### src/rtl/ptag_tlb.sv
module ptag_tlb #(
  parameter int SETS   = 16,
  parameter int WAYS   = 4,
  parameter int VPN_W  = 20,
  parameter int PID_W  = 8,
  parameter int PFN_W  = 20,
  parameter int PERM_W = 3
) (
  input  logic              clk,
  input  logic              rst_n,
  input  logic              lk_valid,
  input  logic [VPN_W-1:0]  lk_vpn,
  input  logic [PID_W-1:0]  lk_pid,
  output logic              res_valid,
  output logic              res_hit,
  output logic [PFN_W-1:0]  res_pfn,
  output logic [PERM_W-1:0] res_perm,
  input  logic              fill_valid,
  input  logic [VPN_W-1:0]  fill_vpn,
  input  logic [PID_W-1:0]  fill_pid,
  input  logic [PFN_W-1:0]  fill_pfn,
  input  logic [PERM_W-1:0] fill_perm,
  input  logic              inv_valid,
  input  logic [VPN_W-1:0]  inv_vpn,
  input  logic [PID_W-1:0]  inv_pid,
  input  logic              pflush_valid,
  input  logic [PID_W-1:0]  pflush_pid
);
  localparam int IDX_W = $clog2(SETS);
  localparam int TAG_W = VPN_W - IDX_W;
  localparam int WAY_W = $clog2(WAYS);

  logic [SETS-1:0][WAYS-1:0] vld, kill, vld_eff;
  logic [TAG_W-1:0]  tag_q  [SETS][WAYS];
  logic [PID_W-1:0]  pid_q  [SETS][WAYS];
  logic [PFN_W-1:0]  pfn_q  [SETS][WAYS];
  logic [PERM_W-1:0] perm_q [SETS][WAYS];
  logic [WAY_W-1:0]  rr_q   [SETS];

  wire [IDX_W-1:0] lk_idx = lk_vpn[IDX_W-1:0];
  wire [TAG_W-1:0] lk_tag = lk_vpn[VPN_W-1:IDX_W];
  wire [IDX_W-1:0] inv_idx = inv_vpn[IDX_W-1:0];
  wire [TAG_W-1:0] inv_tag = inv_vpn[VPN_W-1:IDX_W];
  wire [IDX_W-1:0] f_idx = fill_vpn[IDX_W-1:0];
  wire [TAG_W-1:0] f_tag = fill_vpn[VPN_W-1:IDX_W];

  always_comb begin
    for (int s = 0; s < SETS; s++)
      for (int w = 0; w < WAYS; w++)
        kill[s][w] = vld[s][w] &&
          ((inv_valid && IDX_W'(s) == inv_idx && tag_q[s][w] == inv_tag && pid_q[s][w] == inv_pid) ||
           (pflush_valid && pid_q[s][w] == pflush_pid));
  end
  assign vld_eff = vld & ~kill;

  logic [WAYS-1:0]   hit_vec, fmatch;
  logic [PFN_W-1:0]  hit_pfn;
  logic [PERM_W-1:0] hit_perm;
  logic [WAY_W-1:0]  f_way;
  logic              evict;

  always_comb begin
    hit_pfn  = '0;
    hit_perm = '0;
    for (int w = 0; w < WAYS; w++) begin
      hit_vec[w] = vld_eff[lk_idx][w] && tag_q[lk_idx][w] == lk_tag && pid_q[lk_idx][w] == lk_pid;
      fmatch[w]  = vld_eff[f_idx][w] && tag_q[f_idx][w] == f_tag && pid_q[f_idx][w] == fill_pid;
      if (hit_vec[w]) begin
        hit_pfn  = hit_pfn | pfn_q[lk_idx][w];
        hit_perm = hit_perm | perm_q[lk_idx][w];
      end
    end
  end

  always_comb begin
    f_way = rr_q[f_idx];
    evict = 1'b1;
    for (int w = WAYS - 1; w >= 0; w--)
      if (!vld_eff[f_idx][w]) begin
        f_way = WAY_W'(w);
        evict = 1'b0;
      end
    for (int w = 0; w < WAYS; w++)
      if (fmatch[w]) begin
        f_way = WAY_W'(w);
        evict = 1'b0;
      end
  end

  wire hit_any = lk_valid && |hit_vec;

  always_ff @(posedge clk) begin
    if (!rst_n) begin
      vld       <= '0;
      res_valid <= 1'b0;
      res_hit   <= 1'b0;
      res_pfn   <= '0;
      res_perm  <= '0;
      for (int s = 0; s < SETS; s++) rr_q[s] <= '0;
    end else begin
      vld       <= vld_eff;
      res_valid <= lk_valid;
      res_hit   <= hit_any;
      res_pfn   <= hit_any ? hit_pfn : '0;
      res_perm  <= hit_any ? hit_perm : '0;
      if (fill_valid) begin
        vld[f_idx][f_way]    <= 1'b1;
        tag_q[f_idx][f_way]  <= f_tag;
        pid_q[f_idx][f_way]  <= fill_pid;
        pfn_q[f_idx][f_way]  <= fill_pfn;
        perm_q[f_idx][f_way] <= fill_perm;
        if (evict) rr_q[f_idx] <= rr_q[f_idx] + 1'b1;
      end
    end
  end

  p_res_valid_r1: assert property (@(posedge clk) disable iff (!rst_n) lk_valid |=> res_valid);
  p_res_idle_r1:  assert property (@(posedge clk) disable iff (!rst_n) !lk_valid |=> !res_valid);
  p_miss_zero_r3: assert property (@(posedge clk) disable iff (!rst_n) !res_hit |-> (res_pfn == '0 && res_perm == '0));
  p_hit_unique_r10: assert property (@(posedge clk) disable iff (!rst_n) lk_valid |-> $onehot0(hit_vec));
  p_victim_free_r7: assert property (@(posedge clk) disable iff (!rst_n)
    (fill_valid && !(|fmatch) && !(&vld_eff[f_idx])) |-> !vld_eff[f_idx][f_way]);

  for (genvar s = 0; s < SETS; s++) begin : g_chk_set
    p_rr_step_r8: assert property (@(posedge clk) disable iff (!rst_n)
      (fill_valid && evict && f_idx == IDX_W'(s)) |=> rr_q[s] == WAY_W'($past(rr_q[s]) + 1'b1));
    p_rr_hold_r10: assert property (@(posedge clk) disable iff (!rst_n)
      !(fill_valid && evict && f_idx == IDX_W'(s)) |=> $stable(rr_q[s]));
    for (genvar w = 0; w < WAYS; w++) begin : g_chk_way
      p_fill_lands_r11: assert property (@(posedge clk) disable iff (!rst_n)
        (fill_valid && f_idx == IDX_W'(s) && f_way == WAY_W'(w)) |=> (vld[s][w] && pid_q[s][w] == $past(fill_pid)));
      p_owner_purge_r6: assert property (@(posedge clk) disable iff (!rst_n)
        (pflush_valid && !(fill_valid && f_idx == IDX_W'(s) && f_way == WAY_W'(w)))
        |=> !(vld[s][w] && pid_q[s][w] == $past(pflush_pid)));
    end
  end
endmodule

### config.mk
export PLATFORM = sky130hd
export DESIGN_NAME = ptag_tlb
export DESIGN_NICKNAME = d
export VERILOG_FILES = /design/src/rtl/ptag_tlb.sv
export SDC_FILE = /design/constraint.sdc
export NUM_CORES = 2
export LEC_CHECK = 0
export CAP_MARGIN = 20
export CORE_ASPECT_RATIO = 1.2
export CORE_MARGIN = 1
export CORE_UTILIZATION = 34
export DETAILED_ROUTE_END_ITERATION = 16
export GPL_TIMING_DRIVEN = 1
export PLACE_DENSITY = 0.52
export SKIP_LAST_GASP = 1
export SYNTH_ARGS = -nofsm -noshare
export SYNTH_HDL_FRONTEND = slang
export SYNTH_SLANG_ARGS = --single-unit
### constraint.sdc
create_clock -name clk -period 11.6 [get_ports clk]
set_clock_uncertainty 0.15 [all_clocks]
set_input_delay 2.32 -clock clk [delete_from_list [all_inputs] [get_ports clk]]
set_output_delay 2.32 -clock clk [all_outputs]
set_load 0.01 [all_outputs]
==> flow_metrics.py <==
metrics = {
    "synthesis": {
        "synth_top_family_by_area": "multiplexers",
        "ys.flop_type": "edfxtp_1",
        "synth_area_leaders": "edfxtp_1, mux4_2, xnor2_1",
        "seq_area_frac_synth_pct": 59.0,
        "synth_mux_area_share_pct": 19.1,
        "synth_cell_type_count": 80,
        "synth-adder-area-share_pct": 0,
        "post_synth_most_frequent_cells": "edfxtp_1, xnor2_1, mux4_2",
        "synth_compound_gate_area_share_pct": 3.03,
        "synth.most_common_cell": "edfxtp_1",
        "synth_xor_area_share_pct": 12.5,
        "synthDominantCellAreaShare_pct": 57.9,
        "synth.net_count": 9521,
        "area_fraction_in_and_or_nand_and_nor_cells_after_synthesis_pct": 4.16,
        "synth-seq-cells": 3129,
        "synthesized_area_sq_um": 158000,
        "synth_top_area_cell": "edfxtp_1",
        "number_of_enable_flip_flop_cells_after_synthesis": 3040,
        "synth_async_sr_flop_share_pct": 0,
        "synth.yosys.warnings": 0,
        "post_synth_inst_count": 9400,
        "synth.avg_cell_area_sq_um": 16.8,
    },
    "timing": {
        "final.setup.tns_ns": 0,
        "setup_violations": 0,
        "timing_hold_violations_final": 0,
        "post-route-period-util_pct": 77.2,
        "drv_slew": 0,
        "fmax_ghz": 0.112,
        "hold-worst-slack_ns": 0.457,
        "finalWorstPathRequiredPeriod_ns": 8.95,
        "grt_setup_unrepaired": "false",
        "worstMarginPinSlew_ns": 1.36,
        "max-slew-margin-rel_pct": 9.31,
    },
    "setup_path": {
        "cpPeakStageDelay_ns": 0.87,
        "start_kind": "input pin",
        "crit_type": "in -> reg",
        "critPathCaptureType": "register",
        "timing.critical_path.from": "inv_vpn[1]",
        "worstPathArrival_ns": 9.42,
        "critPathMaxFanout": 40,
        "reg2reg_from": "tag_q[15][50]$_DFFE_PP_",
        "cpMaxStageDelayCell": "nor4_2",
        "cp_cell_sequence": "clkdlybuf4s50_1 > nor2b_1 > nand2_1 > or4_1 > o41ai_1 > o221ai_1 > o211ai_1 > o211ai_1 > and2_1 > buf_4 > or2_1 > nor4_2 > buf_4",
        "worstPathRequired_ns": 12.07,
    },
    "cts": {
        "clockBufferDepth": 4,
        "post-cts-setup-buffers": 0,
        "clk-insertion-delay-late_ns": 1.03,
        "root_buffer_cell": "clkbuf_16",
        "cts-buffers-inserted": 348,
        "holdBufCountCts": 0,
        "ctsResizeCount": 0,
        "worst_setup_hold_path_clk_slew_ns": 0.06,
        "cts_num_sinks": 3129,
        "cts_tree": "built",
        "cts_htree_levels": 5,
    },
    "route": {
        "routed_wl_um": 755000,
        "detail_route.iter0.violations": 16200,
        "detail_route.vias_per_cell": 6.42,
        "detailroute.via_count": 103000,
        "wl_per_cell_um": 47.2,
        "drtPass1Iterations": 7,
        "route.detailed.drc": 0,
        "drt.antenna.violating_nets": 0,
    },
    "pwr": {
        "p_leak_nw": 53.3,
        "power.density_nw_per_um2": 149,
        "ir_drop_v": 0.000123,
    },
    "floorplanning": {
        "start_util_pct": 34.2,
        "i_o_pin_total": 146,
        "core_area_sq_um": 461000,
        "die_wd_um": 624,
        "fp.dieArea_sq_um": 467000,
        "rows": 273,
        "die_h_um": 748,
    },
    "worst_hold_path": {
        "worst_hold_path_type": "reg -> reg",
        "worst_hold_startpoint": "vld[21]$_SDFF_PN0_",
    },
    "place": {
        "io_buffers": 145,
        "finalWeightedCongestion": 1.03,
        "post-dp-hpwl_um": 526000,
        "detailed_place.area_sq_um": 167000,
        "post-place-cells": 15300,
    },
    "outcome": {
        "run_status": "finished, final reports clean",
    },
    "global_route": {
        "via_count_of_the_first_global_routing_pass": 100000,
        "track_usage_pct": 31.6,
        "grt_pass1_wl_um": 984000,
        "grt-ovfl-total": 0,
        "grt_max_degree": 106,
        "antenna_found_initial": 78,
    },
    "layout": {
        "layout.cells.non_filler": 16000,
        "final_nets": 9754,
        "final_non_filler_cell_area_sq_um": 179000,
        "post_route_cells_drive_above_1_share_pct": 24.1,
        "area_growth_syn_to_layout_pct": 13.4,
    },
    "run": {
        "max_cap_viols": 0,
    },
}
registers in the layout, summed over array words and instances (netlist names):
signal and flops:
res_pfn 20, res_valid 1, res_perm 3, tag_q 1024
res_hit 1, pid_q 512, perm_q 192, rr_q 32
pfn_q 1280, vld 64
critical path, delay by kind of cell:
| family | cells | cell delay, ns |
|---|---|---|
| buf+inv | 3 | 1.77 |
| compound gates | 4 | 1.44 |
| simple gates | 6 | 3.73 |
cells in the final DEF (no fill, tap or decap), types with 107 or more instances in the layout:
| cell type | synthesis | layout |
|---|---|---|
| a21oi_1 | 126 | 124 |
| nand4_1 | 452 | 452 |
| mux4_2 | 1225 | 1225 |
| clkbuf_16 | 0 | 354 |
| mux2i_1 | 240 | 240 |
| nor4_1 | 118 | 107 |
| xor2_1 | 191 | 191 |
| buf_4 | 103 | 427 |
| xnor2_1 | 2057 | 2057 |
| nand2_1 | 247 | 247 |
| edfxtp_1 | 3040 | 3040 |
metrics by stage:
stage / worst slack [ns] / utilization (%) / total power [mW]
after floorplan: 1.20 / - / 14.2
after global placement: 2.03 / 36.3 / 15.6
after detailed placement: 1.98 / 36.3 / 15.6
after CTS: 3.03 / 38.8 / 26.8
after global routing: 2.60 / 38.8 / 27.2
final: 2.65 / 38.8 / 26.7
routing by layer:
metal	global-route usage, %	routed length (um)
met1	38.4	270000
met2	49.4	344000
met3	6.90	71700
met4	24.2	69500
met5	0	246
final timing paths:
path | to | slack (ns) | cells past startpoint
hold / removal | vld[21]$_SDFF_PN0_ | 0.46 | 4
setup / recovery | perm_q[4][7]$_DFFE_PP_ | 2.65 | 13
hold reg to reg | vld[21]$_SDFF_PN0_ | 0.46 | 4
setup reg to reg | pfn_q[11][60]$_DFFE_PP_ | 5.04 | 11
logic make-up (layout without fill, tap and decap cells):
kind of cell | after synthesis | count (layout)
AO/OA/AOI/OAI | 645 | 645
XOR/XNOR | 2248 | 2248
buffers and inverters | 693 | 1210
flip-flops | 3129 | 3129
multiplexers | 1475 | 1475
other | 0 | 47
AND/OR/NAND/NOR | 1210 | 1210
report_power, final:
part | switching (mW) | internal [mW] | total, mW
clock network | 4.94 | 6.40 | 11.3
registers | 0.0423 | 12.4 | 12.5
logic | 1.95 | 0.952 | 2.90
area by class of cell:
cell class | instances | area, sq um
fillers | 42200 | 282000
flip-flops and latches | 3129 | 93100
multi-input cells | 5578 | 61700
clock buffers | 426 | 9250
well taps | 6050 | 7570
repair buffers | 567 | 5020
clock inverters | 208 | 2110
diodes | 47 | 118
inverters | 9 | 43.8
No activity file was read; power rests on OpenSTA's default activity.
